**config.mk**
```make
export PLATFORM = sky130hd
export DESIGN_NAME = dbuf_upd_ctrl
export DESIGN_NICKNAME = d
export VERILOG_FILES = /design/src/rtl/dbu_pkg.sv /design/src/rtl/dbu_wr_select.sv /design/src/rtl/dbu_edge_sync.sv /design/src/rtl/dbu_reg_bank.sv /design/src/rtl/dbu_tick_gen.sv /design/src/rtl/dbuf_upd_ctrl.sv
export SDC_FILE = /design/constraint.sdc
export NUM_CORES = 2
export LEC_CHECK = 0
export ABC_AREA = 1
export BUFFER_PORTS_ARGS = -buffer_cell sky130_fd_sc_hd__buf_4
export CORE_ASPECT_RATIO = 1.4
export CORE_MARGIN = 8
export CORE_UTILIZATION = 63
export CTS_CLUSTER_DIAMETER = 50
export CTS_CLUSTER_SIZE = 25
export DETAILED_ROUTE_END_ITERATION = 12
export GPL_ROUTABILITY_DRIVEN = 1
export PLACE_DENSITY = 0.8
export SLEW_MARGIN = 20
export SYNTH_ARGS = -nofsm -noshare
export SYNTH_HDL_FRONTEND = slang
export SYNTH_SLANG_ARGS = --single-unit
export TNS_END_PERCENT = 10
```
**constraint.sdc**
```tcl
create_clock -name clk -period 43.5 [get_ports clk]
set_input_delay 2.175 -clock clk [delete_from_list [all_inputs] [get_ports clk]]
set_output_delay 2.175 -clock clk [all_outputs]
set_load 0.02 [all_outputs]
```
**src/rtl/dbu_pkg.sv**
```systemverilog
package dbu_pkg;

   // strobe pad direction, as held in the control register bit
   typedef enum logic {
      DIR_OUT = 1'b0,
      DIR_IN  = 1'b1
   } pin_dir_e;

   // write source selected by the mode pin
   typedef enum logic {
      SRC_SERIAL   = 1'b0,
      SRC_PARALLEL = 1'b1
   } wr_src_e;

   // default register placement
   localparam int CTRL_IDX_DEF = 0;
   localparam int PLO_IDX_DEF  = 1;
   localparam int PHI_IDX_DEF  = 2;
   localparam int DIR_BIT_DEF  = 0;

endpackage

```
**src/rtl/dbu_wr_select.sv**
```systemverilog
module dbu_wr_select
   import dbu_pkg::*;
#(
   parameter int ADDR_W    = 6,
   parameter int DATA_W    = 8,
   parameter bit SERIAL_EN = 1'b1
) (
   input  logic              par_mode,
   input  logic              p_we,
   input  logic [ADDR_W-1:0] p_addr,
   input  logic [DATA_W-1:0] p_data,
   input  logic              s_cs_n,
   input  logic              s_we,
   input  logic [ADDR_W-1:0] s_addr,
   input  logic [DATA_W-1:0] s_data,
   output logic              wr_en,
   output logic [ADDR_W-1:0] wr_addr,
   output logic [DATA_W-1:0] wr_data
);

   wr_src_e src_s;
   assign src_s = wr_src_e'(par_mode);

   if (SERIAL_EN) begin : g_dual
      always_comb begin
         if (src_s == SRC_PARALLEL) begin
            wr_en   = p_we;
            wr_addr = p_addr;
            wr_data = p_data;
         end else begin
            wr_en   = s_we & ~s_cs_n;
            wr_addr = s_addr;
            wr_data = s_data;
         end
      end
   end else begin : g_par_only
      logic unused_s;
      assign unused_s = ^{src_s, s_cs_n, s_we, s_addr, s_data};
      assign wr_en    = p_we;
      assign wr_addr  = p_addr;
      assign wr_data  = p_data;
   end

endmodule

```
**src/rtl/dbu_edge_sync.sv**
```systemverilog
module dbu_edge_sync #(
   parameter int STAGES = 2
) (
   input  logic clk,
   input  logic rst,
   input  logic async_in,
   output logic rise_o
);

   // STAGES synchroniser flops plus one history flop for the edge
   logic [STAGES:0] chain_q;

   for (genvar gi = 0; gi <= STAGES; gi++) begin : g_stage
      if (gi == 0) begin : g_first
         always_ff @(posedge clk or posedge rst) begin
            if (rst) chain_q[gi] <= 1'b0;
            else     chain_q[gi] <= async_in;
         end
      end else begin : g_next
         always_ff @(posedge clk or posedge rst) begin
            if (rst) chain_q[gi] <= 1'b0;
            else     chain_q[gi] <= chain_q[gi-1];
         end
      end
   end

   assign rise_o = chain_q[STAGES-1] & ~chain_q[STAGES];

endmodule

```
**src/rtl/dbu_reg_bank.sv**
```systemverilog
module dbu_reg_bank #(
   parameter int ADDR_W     = 6,
   parameter int DATA_W     = 8,
   parameter int DEF_PERIOD = 40,
   parameter int CTRL_IDX   = 0,
   parameter int PLO_IDX    = 1,
   parameter int PHI_IDX    = 2,
   parameter int DIR_BIT    = 0,
   localparam int NUM_REGS  = 1 << ADDR_W,
   localparam int PER_W     = 2 * DATA_W
) (
   input  logic              clk,
   input  logic              rst,
   input  logic              wr_en,
   input  logic [ADDR_W-1:0] wr_addr,
   input  logic [DATA_W-1:0] wr_data,
   input  logic              commit,
   input  logic [ADDR_W-1:0] rd_addr,
   output logic [DATA_W-1:0] rd_data,
   output logic              act_dir,
   output logic [PER_W-1:0]  act_period,
   output logic [PER_W-1:0]  buf_period
);

   logic [DATA_W-1:0] buf_q [NUM_REGS];
   logic [DATA_W-1:0] act_q [NUM_REGS];
   logic [DATA_W-1:0] dflt_s [NUM_REGS];

   function automatic logic [DATA_W-1:0] dflt_word(input int idx);
      logic [PER_W-1:0] per;
      per = PER_W'(DEF_PERIOD);
      if (idx == PLO_IDX) return per[DATA_W-1:0];
      if (idx == PHI_IDX) return per[PER_W-1:DATA_W];
      return '0;
   endfunction

   for (genvar gi = 0; gi < NUM_REGS; gi++) begin : g_dflt
      assign dflt_s[gi] = dflt_word(gi);
   end

   always_ff @(posedge clk or posedge rst) begin
      if (rst) begin
         for (int i = 0; i < NUM_REGS; i++) begin
            buf_q[i] <= dflt_s[i];
            act_q[i] <= dflt_s[i];
         end
      end else begin
         // copy reads the pre-edge buffer, so a same-edge write waits
         if (commit) begin
            for (int i = 0; i < NUM_REGS; i++) begin
               act_q[i] <= buf_q[i];
            end
         end
         if (wr_en) begin
            buf_q[wr_addr] <= wr_data;
         end
      end
   end

   assign rd_data    = act_q[rd_addr];
   assign act_dir    = act_q[CTRL_IDX][DIR_BIT];
   assign act_period = {act_q[PHI_IDX], act_q[PLO_IDX]};
   assign buf_period = {buf_q[PHI_IDX], buf_q[PLO_IDX]};

endmodule

```
**src/rtl/dbu_tick_gen.sv**
```systemverilog
module dbu_tick_gen #(
   parameter int PER_W      = 16,
   parameter int PULSE_LEN  = 8,
   parameter int DEF_PERIOD = 40,
   localparam int PL_W      = $clog2(PULSE_LEN + 1)
) (
   input  logic             clk,
   input  logic             rst,
   input  logic             dir_in,
   input  logic [PER_W-1:0] act_period,
   input  logic [PER_W-1:0] buf_period,
   output logic             tick,
   output logic             pulse
);

   localparam logic [PER_W-1:0] ONE      = PER_W'(1);
   localparam logic [PER_W-1:0] RST_CNT  = PER_W'(DEF_PERIOD) - ONE;
   localparam logic [PL_W-1:0]  PL_LOAD  = PL_W'(PULSE_LEN);
   localparam logic [PL_W-1:0]  PL_ONE   = PL_W'(1);

   logic [PER_W-1:0] cnt_q;
   logic [PL_W-1:0]  pl_q;
   logic             run_s;

   assign run_s = ~dir_in & (act_period != '0);
   assign tick  = run_s & (cnt_q == '0);

   always_ff @(posedge clk or posedge rst) begin
      if (rst) begin
         cnt_q <= RST_CNT;
      end else if (!run_s) begin
         cnt_q <= act_period - ONE;
      end else if (tick) begin
         // reload from the period that this tick makes active
         cnt_q <= buf_period - ONE;
      end else begin
         cnt_q <= cnt_q - ONE;
      end
   end

   always_ff @(posedge clk or posedge rst) begin
      if (rst) begin
         pl_q <= '0;
      end else if (dir_in) begin
         pl_q <= '0;
      end else if (tick) begin
         pl_q <= PL_LOAD;
      end else if (pl_q != '0) begin
         pl_q <= pl_q - PL_ONE;
      end
   end

   assign pulse = (pl_q != '0) & ~dir_in;

endmodule

```
**src/rtl/dbuf_upd_ctrl.sv**
```systemverilog
module dbuf_upd_ctrl
   import dbu_pkg::*;
#(
   parameter int ADDR_W      = 6,
   parameter int DATA_W      = 8,
   parameter int SYNC_STAGES = 2,
   parameter int PULSE_LEN   = 8,
   parameter int DEF_PERIOD  = 40,
   parameter int CTRL_IDX    = CTRL_IDX_DEF,
   parameter int PLO_IDX     = PLO_IDX_DEF,
   parameter int PHI_IDX     = PHI_IDX_DEF,
   parameter int DIR_BIT     = DIR_BIT_DEF,
   parameter bit SERIAL_EN   = 1'b1,
   localparam int NUM_REGS   = 1 << ADDR_W,
   localparam int PER_W      = 2 * DATA_W
) (
   input  logic              clk,
   input  logic              mrst,
   input  logic              par_mode,
   input  logic              p_we,
   input  logic [ADDR_W-1:0] p_addr,
   input  logic [DATA_W-1:0] p_data,
   input  logic              s_cs_n,
   input  logic              s_we,
   input  logic [ADDR_W-1:0] s_addr,
   input  logic [DATA_W-1:0] s_data,
   input  logic [ADDR_W-1:0] rd_addr,
   output logic [DATA_W-1:0] rd_data,
   input  logic              upd_in,
   output logic              upd_out,
   output logic              upd_oe
);

   // elaboration-time parameter checks
   if (ADDR_W < 2) begin : g_bad_aw
      $error("ADDR_W must be at least 2");
   end
   if (DATA_W < 2) begin : g_bad_dw
      $error("DATA_W must be at least 2");
   end
   if (SYNC_STAGES < 2) begin : g_bad_sync
      $error("SYNC_STAGES must be at least 2");
   end
   if (PULSE_LEN < 1) begin : g_bad_pl
      $error("PULSE_LEN must be at least 1");
   end
   if (DEF_PERIOD < 0 || DEF_PERIOD >= (1 << PER_W)) begin : g_bad_per
      $error("DEF_PERIOD does not fit the period registers");
   end
   if (CTRL_IDX == PLO_IDX || CTRL_IDX == PHI_IDX || PLO_IDX == PHI_IDX) begin : g_bad_idx
      $error("control and period register indices must differ");
   end
   if (CTRL_IDX >= NUM_REGS || PLO_IDX >= NUM_REGS || PHI_IDX >= NUM_REGS) begin : g_bad_rng
      $error("register index outside the address space");
   end
   if (DIR_BIT >= DATA_W) begin : g_bad_bit
      $error("DIR_BIT outside the data width");
   end

   logic              wr_en_s;
   logic [ADDR_W-1:0] wr_addr_s;
   logic [DATA_W-1:0] wr_data_s;
   logic              ext_rise_s;
   logic              tick_s;
   logic              pulse_s;
   logic              commit_s;
   logic              act_dir_s;
   logic [PER_W-1:0]  act_per_s;
   logic [PER_W-1:0]  buf_per_s;
   pin_dir_e          dir_s;

   assign dir_s = pin_dir_e'(act_dir_s);

   dbu_wr_select #(
      .ADDR_W   (ADDR_W),
      .DATA_W   (DATA_W),
      .SERIAL_EN(SERIAL_EN)
   ) u_sel (
      .par_mode(par_mode),
      .p_we    (p_we),
      .p_addr  (p_addr),
      .p_data  (p_data),
      .s_cs_n  (s_cs_n),
      .s_we    (s_we),
      .s_addr  (s_addr),
      .s_data  (s_data),
      .wr_en   (wr_en_s),
      .wr_addr (wr_addr_s),
      .wr_data (wr_data_s)
   );

   dbu_edge_sync #(
      .STAGES(SYNC_STAGES)
   ) u_sync (
      .clk     (clk),
      .rst     (mrst),
      .async_in(upd_in),
      .rise_o  (ext_rise_s)
   );

   dbu_tick_gen #(
      .PER_W     (PER_W),
      .PULSE_LEN (PULSE_LEN),
      .DEF_PERIOD(DEF_PERIOD)
   ) u_tick (
      .clk       (clk),
      .rst       (mrst),
      .dir_in    (dir_s == DIR_IN),
      .act_period(act_per_s),
      .buf_period(buf_per_s),
      .tick      (tick_s),
      .pulse     (pulse_s)
   );

   // external edges count only in input mode; ticks only run in output mode
   assign commit_s = ((dir_s == DIR_IN) & ext_rise_s) | tick_s;

   dbu_reg_bank #(
      .ADDR_W    (ADDR_W),
      .DATA_W    (DATA_W),
      .DEF_PERIOD(DEF_PERIOD),
      .CTRL_IDX  (CTRL_IDX),
      .PLO_IDX   (PLO_IDX),
      .PHI_IDX   (PHI_IDX),
      .DIR_BIT   (DIR_BIT)
   ) u_bank (
      .clk       (clk),
      .rst       (mrst),
      .wr_en     (wr_en_s),
      .wr_addr   (wr_addr_s),
      .wr_data   (wr_data_s),
      .commit    (commit_s),
      .rd_addr   (rd_addr),
      .rd_data   (rd_data),
      .act_dir   (act_dir_s),
      .act_period(act_per_s),
      .buf_period(buf_per_s)
   );

   assign upd_out = pulse_s;
   assign upd_oe  = (dir_s == DIR_OUT);

endmodule

```
==> results.toml <==
[grt]
grt_antenna_before_repair = 1
grt_pass1_wl_um = 191000
grt_max_degree = 218
grt_pass1_vias = 34100
grt-ovfl-total = 0
grt_usage_pct = 31.0

[clock_tree]
cts_setup_buffers = 0
cts.sinks = 1047
cts_hold_buf = 0
root_buffer = "clkbuf_16"
cts_resized = 0
cts_tree = "built"
path_clk_slew_ps = 90
cts_buffers = 70
clk_path_buf_depth = 3
ctsHtreeMaxLevel = 3
clkLatencyLatePin_ps = 660

[synthesis]
syn_area_per_cell_um2 = 8.46
synth-edff-count = 0
post_synth_inst_count = 5205
ys_seq_area_share_pct = 59.6
syn-num-nets = 5249
synth.distinct_cells = 37
synth-seq-cells = 1047
synth.largest_area_cell = "dfrtp_1"
ys_warn_count = 0
syn_area_mm2 = 0.0440
post-synth-top-count-cell = "nand2_1"
synth_common_cells = "2143 x nand2_1, 1039 x dfrtp_1, 887 x o21ai_0"
async_reset_ff_share_pct = 100
ys.flop_type = "dfrtp_1"
synth_area_leaders = "dfrtp_1 59%, nand2_1 18%, o21ai_0 10%"
synth_top_area_share_pct = 59.1

[die]
die_w_um = 239
initial_utilization_pct = 63.6
die_h_um = 329
num_rows = 114
dieArea_mm2 = 0.0787
io_pins = 51
coreArea_mm2 = 0.0692

[sta]
rsz0062_at_grt = "no"
hold_viol = 0
fin_skew_ps = 31.5
maxSlewViolCount = 0
setup_tns_ps = 0
setup_viol = 0
relSlewSlack_pct = 22.2
worst_slew_pin_slew_ps = 1170
clock.fmax_ghz = 0.127
timing.final.crit_share_pct = 18.0
period_needed_ps = 7850

[detailed_routing]
antenna_left = 0
route.detailed.drc = 0
dr.pass1.iters = 8
vias_per_cell = 5.93
drt_iter0_drc = 4673
via_count = 35700
avgRoutedWirePerCell_um = 20.2
routed_wl_um = 121000

[critical_path]
r2r_start = "u_bank.act_period[10]"
worstPathArrival_ps = 5680
critPathMaxFanout = 67
cp-start-kind = "input port"
timing.rr.end = "u_bank.act_q[151]"
cp.required_ps = 41330
rr_worst_depth = 10
critPathKind = "in -> out"
rrSetupSlack_ps = 38130
cp-end-kind = "primary output"

[layout]
postLayoutCoreUtil_pct = 68.2
area_growth_pct = 7.24
seq_area_mm2 = 0.0262
fillers = 5435
multi_input_area_mm2 = 0.0160
diodes = 0
drive_above_1_share_pct = 5.59
nNetsFinal = 5073

[worst_hold_path]
whs_endpoint = "u_sync.chain_q[1]"
hold_path_depth = 0
min_from = "u_sync.chain_q[0]"
hp-class = "reg -> reg"

[power]
ir_worst_vdd_mv = 0.0370
power_density_mw_per_mm2 = 42.4
p_leak_nw = 23.9

[run]
cap_violations = 0

[run_status]
outcome = "finished clean"

[place]
hpwl_um = 70500
numPortBuffers = 50
gp_congestion = 0.939
[kinds of logic (layout without fill, tap and decap cells)]
logic type	Yosys count	in the layout	synth area share (%)
compound gates	1112	1112	13.1
xor+xnor	8	8	0.159
fa+ha+maj	3	3	0.0853
buf+inv	456	334	4.28
flops	1047	1047	59.6
mux	9	9	0.205
simple gates	2570	2570	22.6
[through the flow]
stage	instance area, um2	total power [mW]	setup WS [ps]	hold slack (ps)	instances
after floorplan	44000	1.20	11870	331	5205
after global placement	44600	1.25	35850	337	5884
after detailed placement	44600	1.26	35860	338	5884
after CTS	47200	2.00	35860	373	6010
after global routing	47200	2.07	35530	391	6011
final	47200	2.00	35650	369	6011
[layout make-up]
cell class | instances | share of cell area [%]
clock inverter | 48 | 1.52
multi-input combinational | 3702 | 34.0
tap | 928 | 2.46
inverter | 118 | 0.994
clock buffer | 78 | 3.95
timing repair buffer | 90 | 1.59
sequential | 1047 | 55.5
[per-layer routing]
| metal | vias up | global-route usage (%) | part of all wire, % |
|---|---|---|---|
| met5 | - | 0 | 0.011 |
| met2 | 1656 | 48.6 | 47 |
| met1 | 17300 | 40.5 | 38 |
| li1 | 16300 | - | - |
| met3 | 402 | 4.92 | 8.3 |
| met4 | 2 | 19.1 | 6.6 |
[registers in the layout, summed over array words and instances (netlist names)]
register / count
u_bank.buf_q: 496
u_bank.act_q: 495
u_bank.act_period: 16
u_bank.buf_period: 16
u_tick.cnt_q: 16
u_tick.pl_q: 4
u_sync.chain_q: 3
u_bank.act_dir: 1
[cell usage in the layout, fill, tap and decap left out, drive strengths merged, types with 11 or more instances in the layout]
| cell type | Yosys | layout |
|---|---|---|
| o21ai | 936 | 936 |
| a21oi | 63 | 63 |
| inv | 117 | 137 |
| nand3 | 40 | 40 |
| nor3 | 11 | 11 |
| buf | 119 | 90 |
| clkbuf | 219 | 78 |
| nor2 | 338 | 338 |
| o211ai | 20 | 20 |
| dfrtp | 1039 | 1039 |
| clkinv | 1 | 19 |
| o22ai | 89 | 89 |
| nand2 | 2168 | 2168 |
[power breakdown]
part           leakage, nW  switching, mW  internal [mW]
logic                 8.35          0.117         0.0483
registers             14.3         0.0382           1.04
clock network         1.25          0.377          0.378
[worst max-delay path by stage]
stage	startpoint	to	slack, ps	depth (start not counted)
2_1_floorplan	mrst	u_bank.act_dir	11870	1
3_3_place_gp	rd_addr[0]	rd_data[0]	35850	10
3_5_place_dp	rd_addr[0]	rd_data[0]	35860	10
4_1_cts	rd_addr[0]	rd_data[0]	35860	10
5_1_grt	rd_addr[0]	rd_data[0]	35530	10
6_report	rd_addr[1]	rd_data[4]	35650	10
[critical path, cell delays in order]
cell      delay [ps]
buf_4            530
buf_4            610
buf_4            710
o21ai_0          190
o22ai_1          180
o21ai_0          250
o211ai_1         470
nand3_1          120
nand2_1          220
buf_4            190
No activity file was read; power rests on OpenSTA's default activity.
